### src/rtl/ign_pkg.sv
package ign_pkg;

  typedef enum logic [1:0] {
    MODE_UVLO  = 2'd0,
    MODE_START = 2'd1,
    MODE_RUN   = 2'd2,
    MODE_FAULT = 2'd3
  } ignMode_e;

  // Strobes from control to datapath
  typedef struct packed {
    logic clear;  // wipe all timing state (lockout)
    logic run;    // counting permitted this cycle
  } ctlStrobe_t;

endpackage

### src/rtl/ign_timer_dp.sv
module ign_timer_dp
  import ign_pkg::*;
#(
  parameter int DIV_TICKS   = 32,
  parameter int ON_UNITS    = 1,
  parameter int OFF_UNITS   = 3,
  parameter int LIMIT_UNITS = 37,
  parameter int SYNC_STAGES = 2
) (
  input  logic       clk,
  input  logic       rst,
  input  logic       tickIn,
  input  logic       lampHigh,
  input  ctlStrobe_t strobe,
  output logic       lampSync,
  output logic       unitWrap,
  output logic       lastUnit,
  output logic       phaseOn
);

  localparam int FRAME_UNITS = ON_UNITS + OFF_UNITS;
  localparam int PRE_W       = (DIV_TICKS > 1) ? $clog2(DIV_TICKS) : 1;
  localparam int FRAME_W     = (FRAME_UNITS > 1) ? $clog2(FRAME_UNITS) : 1;
  localparam int LIMIT_W     = $clog2(LIMIT_UNITS + 1);

  logic [SYNC_STAGES-1:0] syncChain;
  logic [PRE_W-1:0]       preCnt;
  logic [FRAME_W-1:0]     framePos;
  logic [LIMIT_W-1:0]     attemptCnt;

  // Synchroniser for the asynchronous comparator; reset to "not struck"
  always_ff @(posedge clk) begin
    if (rst) syncChain <= '1;
    else     syncChain <= {syncChain[SYNC_STAGES-2:0], lampHigh};
  end
  assign lampSync = syncChain[SYNC_STAGES-1];

  assign unitWrap = strobe.run && tickIn && (preCnt == PRE_W'(DIV_TICKS - 1));
  assign lastUnit = (attemptCnt == LIMIT_W'(LIMIT_UNITS - 1));
  assign phaseOn  = (framePos < FRAME_W'(ON_UNITS));

  always_ff @(posedge clk) begin
    if (rst || strobe.clear) begin
      preCnt     <= '0;
      framePos   <= '0;
      attemptCnt <= '0;
    end else if (strobe.run && tickIn) begin
      if (unitWrap) begin
        preCnt   <= '0;
        framePos <= (framePos == FRAME_W'(FRAME_UNITS - 1)) ? '0 : framePos + 1'b1;
        if (attemptCnt != LIMIT_W'(LIMIT_UNITS))
          attemptCnt <= attemptCnt + 1'b1;
      end else begin
        preCnt <= preCnt + 1'b1;
      end
    end
  end

endmodule

### src/rtl/ign_timer_ctl.sv
module ign_timer_ctl
  import ign_pkg::*;
(
  input  logic       clk,
  input  logic       rst,
  input  logic [1:0] mode,
  input  logic       deadTime,
  input  logic       lampSync,
  input  logic       unitWrap,
  input  logic       lastUnit,
  input  logic       phaseOn,
  output ctlStrobe_t strobe,
  output logic       ignEn,
  output logic       faultPulse
);

  logic struckQ;
  logic spentQ;
  logic inStart;

  assign inStart = (ignMode_e'(mode) == MODE_START);

  always_comb begin
    strobe.clear = (ignMode_e'(mode) == MODE_UVLO);
    strobe.run   = inStart && !struckQ && !spentQ && lampSync;
  end

  always_ff @(posedge clk) begin
    if (rst || strobe.clear) begin
      struckQ    <= 1'b0;
      spentQ     <= 1'b0;
      faultPulse <= 1'b0;
    end else begin
      faultPulse <= unitWrap && lastUnit;
      if (unitWrap && lastUnit) spentQ <= 1'b1;
      if (inStart && !lampSync && !spentQ) struckQ <= 1'b1;
    end
  end

  assign ignEn = inStart && !struckQ && !spentQ && phaseOn && !deadTime;

endmodule

### src/rtl/ign_pulse_timer.sv
module ign_pulse_timer
  import ign_pkg::*;
#(
  parameter int DIV_TICKS   = 32,
  parameter int ON_UNITS    = 1,
  parameter int OFF_UNITS   = 3,
  parameter int LIMIT_UNITS = 37
) (
  input  logic       clk,
  input  logic       rst,
  input  logic       tickIn,
  input  logic       lampHigh,
  input  logic       deadTime,
  input  logic [1:0] mode,
  output logic       ignEn,
  output logic       noStrikeFault
);

  ctlStrobe_t strobe;
  logic lampSync;
  logic unitWrap;
  logic lastUnit;
  logic phaseOn;

  ign_timer_dp #(
    .DIV_TICKS  (DIV_TICKS),
    .ON_UNITS   (ON_UNITS),
    .OFF_UNITS  (OFF_UNITS),
    .LIMIT_UNITS(LIMIT_UNITS),
    .SYNC_STAGES(2)
  ) u_dp (
    .clk     (clk),
    .rst     (rst),
    .tickIn  (tickIn),
    .lampHigh(lampHigh),
    .strobe  (strobe),
    .lampSync(lampSync),
    .unitWrap(unitWrap),
    .lastUnit(lastUnit),
    .phaseOn (phaseOn)
  );

  ign_timer_ctl u_ctl (
    .clk       (clk),
    .rst       (rst),
    .mode      (mode),
    .deadTime  (deadTime),
    .lampSync  (lampSync),
    .unitWrap  (unitWrap),
    .lastUnit  (lastUnit),
    .phaseOn   (phaseOn),
    .strobe    (strobe),
    .ignEn     (ignEn),
    .faultPulse(noStrikeFault)
  );

endmodule

### config.mk
export PLATFORM = sky130hd
export DESIGN_NAME = ign_pulse_timer
export DESIGN_NICKNAME = d
export VERILOG_FILES = /design/src/rtl/ign_pkg.sv /design/src/rtl/ign_timer_dp.sv /design/src/rtl/ign_timer_ctl.sv /design/src/rtl/ign_pulse_timer.sv
export SDC_FILE = /design/constraint.sdc
export NUM_CORES = 1
export LEC_CHECK = 0
export BUFFER_PORTS_ARGS = -buffer_cell sky130_fd_sc_hd__buf_2
export CAP_MARGIN = 10
export CORE_MARGIN = 8
export CORE_UTILIZATION = 30
export CTS_CLUSTER_SIZE = 12
export DETAILED_ROUTE_END_ITERATION = 7
export SLEW_MARGIN = 20
export SYNTH_ARGS = -nofsm -noshare
export SYNTH_HDL_FRONTEND = slang
export SYNTH_SLANG_ARGS = --single-unit
### constraint.sdc
create_clock -name clk -period 2.45 [get_ports clk]
set_input_delay 0.49 -clock clk [delete_from_list [all_inputs] [get_ports clk]]
set_output_delay 0.49 -clock clk [all_outputs]
set_load 0.02 [all_outputs]
* Word-level counts from Yosys, hierarchy flattened *
Cells that the tools add are included.

storage, ports and cells
  flip-flop bits (word level) = 18
  input bits = 7
  output and inout port bits = 2
  word-level logic and storage cells = 36

cells by class
  $add $sub $neg = 3
  magnitude comparators = 1
  equal/unequal tests = 5
  mux-type cells = 2
  reductions and logical operators = 18

operator list
  cell                                                        number
  logical AND 1 bit                                           10
  adder 6 x 1 -> 6 bit, second input constant                 1
  == test 6 bit, second input constant                        1
  != test 6 bit, second input constant                        1
  adder 5 x 1 -> 5 bit, second input constant                 1
  == test 5 bit, second input constant                        1
  two-way mux 5 bit                                           1
  zero test 1 bit                                             4
  AND reduction 3 bit                                         1
  adder 2 x 1 -> 2 bit, second input constant                 1
  == test 2 x 1 -> 1 bit, second input constant               1
  == test 2 bit, second input constant                        1
  zero test 2 bit                                             1
  less-than comparator 2 x 1 -> 1 bit, second input constant  1
  two-way mux 2 bit                                           1
  AND reduction 2 bit                                         1
  logical OR 1 bit                                            1

* Logic depth before layout (Yosys ltp) *
Gate-level depths: netlist of run 1.

  depth in word-level cells = 7
  mapped depth = 7
  mapped depth without buffers = 6

* Cells and area by module *
Synthesis of run 1 repeated with hierarchy kept, for this count alone.

unflattened totals
  cell total of the unflattened synthesis = 100
  area, all modules = 883.3 µm²

by module, submodules not included
  module         times used  cells each  area each (µm²)  seq. area each (µm²)
  ign_timer_dp   1           84          747.0            300.3
  ign_timer_ctl  1           16          136.4            60.1

* Worst setup path after synthesis of run 1 *
OpenSTA, ideal clock, no wires.

  path type = input to output
  start = in mode[1]
  end = out ignEn
  data arrival time = 1.812 ns
  required time = 1.960 ns
  path slack = 0.148 ns
  cell stages on the path = 4
  buffers on the path = 2
  path through = or4b_1 > buf_2 > clkbuf_1 > nor3b_1

on the way
  longest elaborated chain between the ends = 5

RTL lines
  what                             line                   source
  start: declaration               ign_pulse_timer.sv:14  input logic [1:0] mode,
  == test 2 x 1 -> 1 bit           ign_timer_ctl.sv:21    assign inStart = (ignMode_e'(mode) == MODE_START);
  logical AND 1 bit (4 in series)  ign_timer_ctl.sv:40    assign ignEn = inStart && !struckQ && !spentQ && phaseOn && !deadTime;
  end: declaration                 ign_pulse_timer.sv:15  output logic ignEn,

Every way passes these cells.

* Worst setup path after layout of run 1 *
  start = reg u_ctl.spentQ
  end = out ignEn

on the way
  longest elaborated chain between the ends = 4

RTL lines
  what                             line                 source
  start: declaration               ign_timer_ctl.sv:18  logic spentQ;
  start signal: assignment         ign_timer_ctl.sv:31  spentQ <= 1'b0;
  start signal: assignment         ign_timer_ctl.sv:35  if (unitWrap && lastUnit) spentQ <= 1'b1;
  zero test 1 bit                  ign_timer_ctl.sv:40
  logical AND 1 bit (3 in series)  ign_timer_ctl.sv:40

Every way passes these cells.

==> results of run 1 <==
## through the flow
step | instances | cell area [µm²] | setup WS (ns) | hold slack (ns)
final | 146 | 1040 | 0.281 | 0.367
after global routing | 146 | 1040 | 0.125 | 0.353
after CTS | 146 | 1040 | 0.271 | 0.356
after detailed placement | 142 | 1000 | 0.320 | 0.397
after global placement | 142 | 1000 | 0.338 | 0.396
after floorplan | 103 | 920 | 0.148 | 0.389
## power breakdown
part / switching [mW] / leakage [nW] / internal, mW
Combinational: 0.0230 / 0.203 / 0.0153
Clock: 0.0948 / 0.0210 / 0.0907
Sequential: 0.00218 / 0.146 / 0.295
Total: 0.120 / 0.369 / 0.401
## layer usage
metal,vias to the layer above,global-route usage [%],share of wire [%]
met1,366,8.83,48
met4,0,3.70,2.1
li1,404,-,-
met5,-,0,0
met2,12,12.1,45
met3,6,3.21,4.6
## logic make-up (layout without fill, tap and decap cells)
kind of cell             count (synthesis)  in the layout  share of synthesized area (%)
adder cells (fa/ha/maj)                  7              7                           9.52
buffers and inverters                   10             20                           4.22
flip-flops                              18             18                           39.2
AO/OA/AOI/OAI                           25             25                           18.1
AND/OR/NAND/NOR                         39             39                           24.6
multiplexers                             4              4                           4.35
## synth_stat cells
cell type / instances
nor2_1: 3
or4_1: 3
nor3_1: 3
nor4_1: 1
nand2b_1: 2
o41ai_1: 1
o21bai_1: 1
and2_1: 1
a41oi_1: 1
or2_2: 2
a32o_1: 1
inv_1: 5
o21ba_2: 1
o31ai_1: 1
o21ai_0: 5
dfxtp_1: 18
nand2_1: 9
nor4bb_1: 1
nor3b_1: 2
a31oi_1: 1
buf_2: 1
and3_1: 2
nand4_1: 2
o211ai_1: 1
nor4b_1: 1
ha_1: 7
nand3_1: 4
mux2i_1: 4
a211oi_1: 3
a211o_1: 1
nand4b_1: 2
clkbuf_1: 4
o311ai_0: 1
a21oi_1: 7
or4b_1: 1
## area by class of cell
class | count | area (µm²) | share of cell area (%)
multi-input cells | 75 | 520 | 50.1
flip-flops and latches | 18 | 360 | 34.7
repair buffers | 11 | 62.6 | 6.02
well taps | 33 | 41.3 | 3.97
clock buffers | 4 | 36.3 | 3.49
inverters | 5 | 18.8 | 1.81
## worst register-to-register path, stage by stage, from the launching register on
cell	delay [ns]
dfxtp_1	0.41
ha_1	0.21
and3_1	0.17
ha_1	0.31
nand3_1	0.24
a211oi_1	0.50
mux2i_1	0.24
## sequential cells by signal (all words and copies together) (netlist names)
name,flops
u_dp.preCnt,5
u_dp.syncChain,2
u_dp.framePos,2
u_dp.attemptCnt,6
u_ctl.spentQ,1
u_ctl.struckQ,1
u_ctl.faultPulse,1
## how the worst max path moves through the flow
stage | slack [ns] | to | depth (start not counted)
CTS | 0.27 | ignEn | 3
floorplan | 0.15 | ignEn | 4
global route | 0.13 | u_dp.attemptCnt[0] | 6
global placement | 0.34 | u_dp.preCnt[3] | 5
detailed placement | 0.32 | u_dp.framePos[0] | 5
finish | 0.28 | ignEn | 3
==> impl_metrics.json, run 1 <==
{
  "slew_headroom_pct": 62.3,
  "power.total_uw": 521,
  "cp_top_family": "simple AND/OR/NAND/NOR gates",
  "total_leakage_power_nw": 0.369,
  "worstPathArrival_ns": 1.68,
  "synth.distinct_cells": 35,
  "fill_cells": 301,
  "status": "finished clean",
  "drt-total-wl_um": 1830,
  "period_minus_slack_ns": 2.17,
  "hold_viol": 0,
  "hpwlAfterDp_um": 1410,
  "cts_hold_buf": 0,
  "regToRegSetupSlack_ns": 0.31,
  "netlist.area_leader.share_pct": 39.2,
  "crit_chain": "or4b_1 > nor3b_1 > buf_2",
  "fin_skew_ns": 0.00363,
  "worstSetupStartpointType": "register",
  "viasPerCell": 5.40,
  "syn-cell-area_um2": 920,
  "rr_startpoint": "u_dp.preCnt[0]",
  "ctsHtreeMaxLevel": 1,
  "min_path_cells": 2,
  "max_slew.worst_pin.slew_ns": 0.558,
  "critPathKind": "register to primary output",
  "synthTopCellsByArea": "dfxtp_1, ha_1, mux2i_1",
  "ys_warn_count": 0,
  "drt_iter0_markers": 44,
  "fmax_mhz": 461,
  "cp_max_fo": 6,
  "cp_num_buf_inv": 1,
  "fin_tns_setup_ns": 0,
  "gp_congestion": 0.817,
  "drc": 0,
  "nets": 128,
  "avgSynthCellArea_um2": 8.93,
  "finalCritPeriodShare_pct": 88.5,
  "die_area_mm2": 0.00509,
  "rows": 20,
  "final_util_pct": 34.9,
  "mappedNetlistNets": 117,
  "final_cell_mix": "dfxtp_1, nand2_1, buf_2",
  "drive_gt1_share_pct": 15.9,
  "ys_seq_area_share_pct": 39.2,
  "die_x_um": 71.4,
  "min_to": "u_dp.syncChain[0]",
  "die_h_um": 71.4,
  "final_max_slew_viol_count": 0,
  "hp-class": "primary input to register",
  "worstRegToRegCells": 6,
  "worst_path_max_delay_cell": "or4b_1",
  "core_area_mm2": 0.00298,
  "ant_nets": 0,
  "grt_first_pass_wirelength_um": 3190,
  "cts_buffers": 3,
  "start_util_pct": 30.9,
  "hp-start": "lampHigh",
  "critical-path-max-stage-delay_ns": 0.63,
  "end_kind": "primary output",
  "required_ns": 1.96,
  "finalSetupViolations": 0,
  "cts_tree": "yes",
  "groute.usage.overall_pct": 7.73,
  "path_clk_slew_ns": 0.10,
  "rsz0062_at_grt": "false",
  "grt_pass1_vias": 745,
  "synth-seq-cells": 18,
  "grt_overflow": 0,
  "cts_setup_buffers": 0,
  "wl_per_cell_um": 12.5,
  "cap_violations": 0,
  "cts_root_buf": "clkbuf_4",
  "synth_top_area_cell": "dfxtp_1",
  "firstDrtPassIters": 4,
  "clkLatencyLatePin_ns": 0.30,
  "antenna_cells": 0,
  "startpoint": "u_ctl.spentQ",
  "final_common_cell": "dfxtp_1",
  "syn-instance-count": 103,
  "port_buffers": 8,
  "io-pin-count": 9,
  "grt_max_degree": 13,
  "r2r-end": "u_dp.attemptCnt[1]",
  "antenna_found_initial": 0,
  "p_per_area_mw_per_mm2": 501,
  "cts_max_path_buffers": 2,
  "clock_sinks": 18,
  "via_count": 788,
  "irDropWorstVdd_uv": 311,
  "cts_resized": 0,
  "area_growth_pct": 13.1
}
(Power assumes the default switching activity.)
==> run 2: changes to the inputs <==
Clock period 2.45 ns to 2.4 ns, I/O delays scaled along.
==> run 2 against run 1 <==
Via count shrank 3.7%; clock power grew 3%; register-to-register slack lost 0.06 ns; hold slack lost 0.0091 ns; largest cell class unchanged.
==> impl_metrics.json, run 2 (synthesis results as in run 1) <==
{
  "die_x_um": 71.4,
  "cts_resized": 0,
  "fmax_mhz": 451,
  "port_buffers": 8,
  "layout_setup_ws_ns": 0.182,
  "cts_hold_buf": 0,
  "cts_tree": "yes",
  "groute.usage.overall_pct": 7.61,
  "rows": 20,
  "rsz0062_at_grt": "false",
  "grt_overflow": 0,
  "drt_iter0_markers": 29,
  "cts_buffers": 3,
  "grt_max_degree": 13,
  "antenna_cells": 0,
  "largest_reg_flops": 6,
  "cts_root_buf": "clkbuf_4",
  "die_h_um": 71.4,
  "io-pin-count": 9,
  "finalSetupViolations": 0,
  "max_slew.worst_pin.slew_ns": 0.596,
  "cts_setup_buffers": 0,
  "cp_num_buf_inv": 1,
  "cp_top_family": "simple AND/OR/NAND/NOR gates",
  "rr_startpoint": "u_dp.preCnt[0]",
  "fin_tns_setup_ns": 0,
  "reg_top3": "u_dp.attemptCnt x6, u_dp.preCnt x5",
  "p_int_uw": 409,
  "final_max_slew_viol_count": 0,
  "min_path_cells": 2,
  "critical-path-max-stage-delay_ns": 0.64,
  "start_util_pct": 30.9,
  "worstPathArrival_ns": 1.74,
  "min_to": "u_dp.syncChain[0]",
  "grt_first_pass_wirelength_um": 3180,
  "slew_headroom_pct": 59.7,
  "end_kind": "primary output",
  "area_growth_pct": 13.1,
  "finalCritPeriodShare_pct": 92.4,
  "die_area_mm2": 0.00509,
  "total_leakage_power_nw": 0.369,
  "clockPowerShare_pct": 35.9,
  "cap_violations": 0,
  "worstSetupStartpointType": "register",
  "required_ns": 1.92,
  "path_clk_slew_ns": 0.10,
  "period_minus_slack_ns": 2.22,
  "final_common_cell": "dfxtp_1",
  "core_area_mm2": 0.00298,
  "worst_path_max_delay_cell": "or4b_1",
  "final_area_mm2": 0.00104,
  "via_count": 759,
  "drt-total-wl_um": 1890,
  "p_switching_uw": 126,
  "wl_per_cell_um": 13.0,
  "nets": 128,
  "clock_sinks": 18,
  "grt_pass1_vias": 715,
  "hpwlAfterDp_um": 1470,
  "final_cell_mix": "dfxtp_1, nand2_1, buf_2",
  "clkLatencyLatePin_ns": 0.30,
  "drc": 0,
  "hp-start": "lampHigh",
  "placed_area_mm2": 0.00100,
  "hold_viol": 0,
  "cp_max_fo": 6,
  "seqPwrFrac_pct": 56.7,
  "ant_nets": 0,
  "drive_gt1_share_pct": 15.9,
  "holdWs_ns": 0.358,
  "cts_max_path_buffers": 2,
  "irDropWorstVdd_uv": 153,
  "viasPerCell": 5.20,
  "antenna_found_initial": 0,
  "critPathKind": "register to primary output",
  "worstRegToRegCells": 6,
  "regToRegSetupSlack_ns": 0.25,
  "crit_chain": "or4b_1 > nor3b_1 > buf_2",
  "p_per_area_mw_per_mm2": 515,
  "gp_congestion": 0.813,
  "post-place-ws_ns": 0.247,
  "top_register": "u_dp.attemptCnt",
  "fin_skew_ns": 0.00431,
  "combinationalPowerShare_pct": 7.4,
  "status": "finished clean",
  "r2r-end": "u_dp.attemptCnt[1]",
  "ctsHtreeMaxLevel": 1,
  "firstDrtPassIters": 4,
  "hp-class": "primary input to register",
  "switching_share_pct": 23.5
}
==> run 2: cell counts in the layout (fill, tap and decap cells not counted) <==
No cell type changed its count.
==> run 2: stage by stage <==
stage               util [%]  total power [mW]  cells
floorplan                  -             0.333    103
global placement        33.7             0.349    142
detailed placement      33.7             0.350    142
CTS                     34.9             0.537    146
global route            34.9             0.559    146
finish                  34.9             0.535    146
==> run 2: cell type report <==
class                           instances  area [µm²]
Fill cell                             301        1940
Multi-Input combinational cell         75         520
Sequential cell                        18         360
Timing Repair Buffer                   11        62.6
Tap cell                               33        41.3
Clock buffer                            4        36.3
Inverter                                5        18.8
==> run 2: how the worst max path moves through the flow <==
| stage | start | endpoint | slack, ns | cells after the start |
|---|---|---|---|---|
| after floorplan | mode[1] | ignEn | 0.12 | 4 |
| after global placement | mode[1] | u_dp.preCnt[3] | 0.30 | 5 |
| after detailed placement | mode[1] | ignEn | 0.25 | 4 |
| after CTS | u_ctl.spentQ | ignEn | 0.15 | 3 |
| after global routing | u_dp.preCnt[0] | u_dp.attemptCnt[0] | 0.08 | 6 |
| final | u_ctl.spentQ | ignEn | 0.18 | 3 |
==> run 2: power groups by stage <==
stage / logic, mW / registers, mW / clock network, mW
floorplan: 0.0238 / 0.310 / 0
global placement: 0.0385 / 0.310 / 0
detailed placement: 0.0399 / 0.310 / 0
CTS: 0.0399 / 0.303 / 0.194
global route: 0.0441 / 0.304 / 0.211
finish: 0.0397 / 0.303 / 0.192
==> run 2: layer usage <==
layer / track usage [%] / routed length [µm] / vias to the layer above
met1: 9.71 / 955 / 340
met4: 2.77 / 29 / 0
li1: - / - / 402
met2: 11.7 / 835 / 12
met5: 0 / 0 / -
met3: 2.23 / 72 / 5
==> run 3: changes to the inputs <==
Settings changed: CORE_UTILIZATION 30 to 54, PLACE_DENSITY set to 0.74.
==> run 3 against run 2 <==
Hold slack improved by 0.022 ns; routed wire length decreased by 6.1%; total power shrank 1.9%; sequential share of layout area increased by 0.42 points; highest routed layer unchanged; final cell count fell by 10%; largest power group unchanged; combinational power fell by 1%.
==> impl_metrics.json, run 3 (synthesis results as in run 1) <==
{
  "fin_skew_ns": 0.00557,
  "drive_gt1_share_pct": 16.7,
  "firstDrtPassIters": 4,
  "end_kind": "primary output",
  "hp-start": "lampHigh",
  "top_register": "u_dp.attemptCnt",
  "finalCritPeriodShare_pct": 89.4,
  "die_h_um": 57.3,
  "port_buffers": 8,
  "drc": 0,
  "rsz0062_at_grt": "false",
  "antenna_cells": 0,
  "clkLatencyLatePin_ns": 0.28,
  "irDropWorstVdd_uv": 322,
  "wl_per_cell_um": 13.6,
  "grt_max_degree": 12,
  "r2r-end": "u_dp.attemptCnt[1]",
  "cts_hold_buf": 0,
  "viasPerCell": 5.93,
  "rows": 15,
  "fill_cells": 151,
  "cts_max_path_buffers": 2,
  "worstRegToRegCells": 6,
  "required_ns": 1.92,
  "die_x_um": 57.3,
  "fmax_mhz": 466,
  "antenna_found_initial": 0,
  "final_cell_mix": "dfxtp_1, nand2_1, buf_2",
  "grt_pass1_vias": 662,
  "ctsHtreeMaxLevel": 1,
  "cts_root_buf": "clkbuf_4",
  "clock_sinks": 18,
  "drt_iter0_markers": 15,
  "critPathKind": "register to primary output",
  "via_count": 777,
  "cts_buffers": 3,
  "finalSetupViolations": 0,
  "rr_startpoint": "u_dp.preCnt[0]",
  "final_common_cell": "dfxtp_1",
  "reg_top3": "u_dp.attemptCnt x6, u_dp.preCnt x5",
  "largest_reg_flops": 6,
  "seq_area_um2": 360,
  "total_leakage_power_nw": 0.375,
  "area_growth_pct": 11.7,
  "drt-total-wl_um": 1780,
  "ant_nets": 0,
  "hpwlAfterDp_um": 1320,
  "worstSetupStartpointType": "register",
  "status": "finished clean",
  "cts_resized": 0,
  "multi_input_area_um2": 520,
  "p_per_area_mw_per_mm2": 511,
  "fin_tns_setup_ns": 0,
  "period_minus_slack_ns": 2.14,
  "grt_overflow": 0,
  "min_path_cells": 2,
  "die_area_mm2": 0.00328,
  "min_to": "u_dp.syncChain[0]",
  "io-pin-count": 9,
  "cts_setup_buffers": 0,
  "gp_congestion": 0.799,
  "cap_violations": 0,
  "cp_max_fo": 7,
  "hold_viol": 0,
  "worstPathArrival_ns": 1.66,
  "regToRegSetupSlack_ns": 0.50,
  "groute.usage.overall_pct": 10.9,
  "core_area_mm2": 0.00167,
  "holdWs_ns": 0.380,
  "final_max_slew_viol_count": 0,
  "hp-class": "primary input to register",
  "path_clk_slew_ns": 0.10,
  "start_util_pct": 55.1,
  "grt_first_pass_wirelength_um": 2910,
  "max_slew.worst_pin.slew_ns": 0.587,
  "nets": 129,
  "cts_tree": "yes",
  "slew_headroom_pct": 60.3
}
-- run 3: cell count changes in the layout (fill, tap and decap cells not counted) --
| cell | delta |
|---|---|
| buf_4 | +1 |
-- run 3: worst max-delay path: stages, from the launching register on --
cell and delay [ns]:
dfxtp_1 0.35, or4b_1 0.63, nor3b_1 0.21, buf_2 0.19
-- run 3: worst max path at each step --
stage / start / to / slack, ns / cells past startpoint
2_1_floorplan: mode[1] / ignEn / 0.12 / 4
3_3_place_gp: mode[1] / u_dp.framePos[0] / 0.34 / 5
3_5_place_dp: mode[1] / u_dp.framePos[0] / 0.31 / 5
4_1_cts: u_ctl.spentQ / ignEn / 0.26 / 3
5_1_grt: u_ctl.struckQ / ignEn / 0.18 / 3
6_report: u_ctl.spentQ / ignEn / 0.26 / 3
-- run 3: final cells by class --
class                           instances  share of cell area [%]
Multi-Input combinational cell         75                    50.7
Sequential cell                        18                    35.1
Timing Repair Buffer                   12                    6.82
Clock buffer                            4                    3.53
Tap cell                               17                    2.07
Inverter                                5                    1.83
-- run 3: routing by layer --
metal	vias up	part of all wire, %	GRT usage (%)
met5	-	0	0
met4	0	0.73	3.21
met3	2	5.0	3.59
met2	12	45	17.2
met1	356	49	13.6
li1	407	-	-
-- run 3: power by group --
part,internal [mW],leakage (nW),switching (mW)
registers,0.301,0.146,0.00221
logic,0.0157,0.208,0.0236
clock network,0.0922,0.0210,0.0902
-- run 3: per-stage QoR --
step	worst slack [ns]	instance area, µm²	power [mW]	utilization, %	std cells
6_report	0.255	1030	0.525	61.5	131
5_1_grt	0.180	1030	0.555	61.5	131
4_1_cts	0.259	1030	0.529	61.5	131
3_5_place_dp	0.311	991	0.349	59.3	127
3_3_place_gp	0.341	991	0.349	59.3	127
2_1_floorplan	0.118	920	0.333	-	103
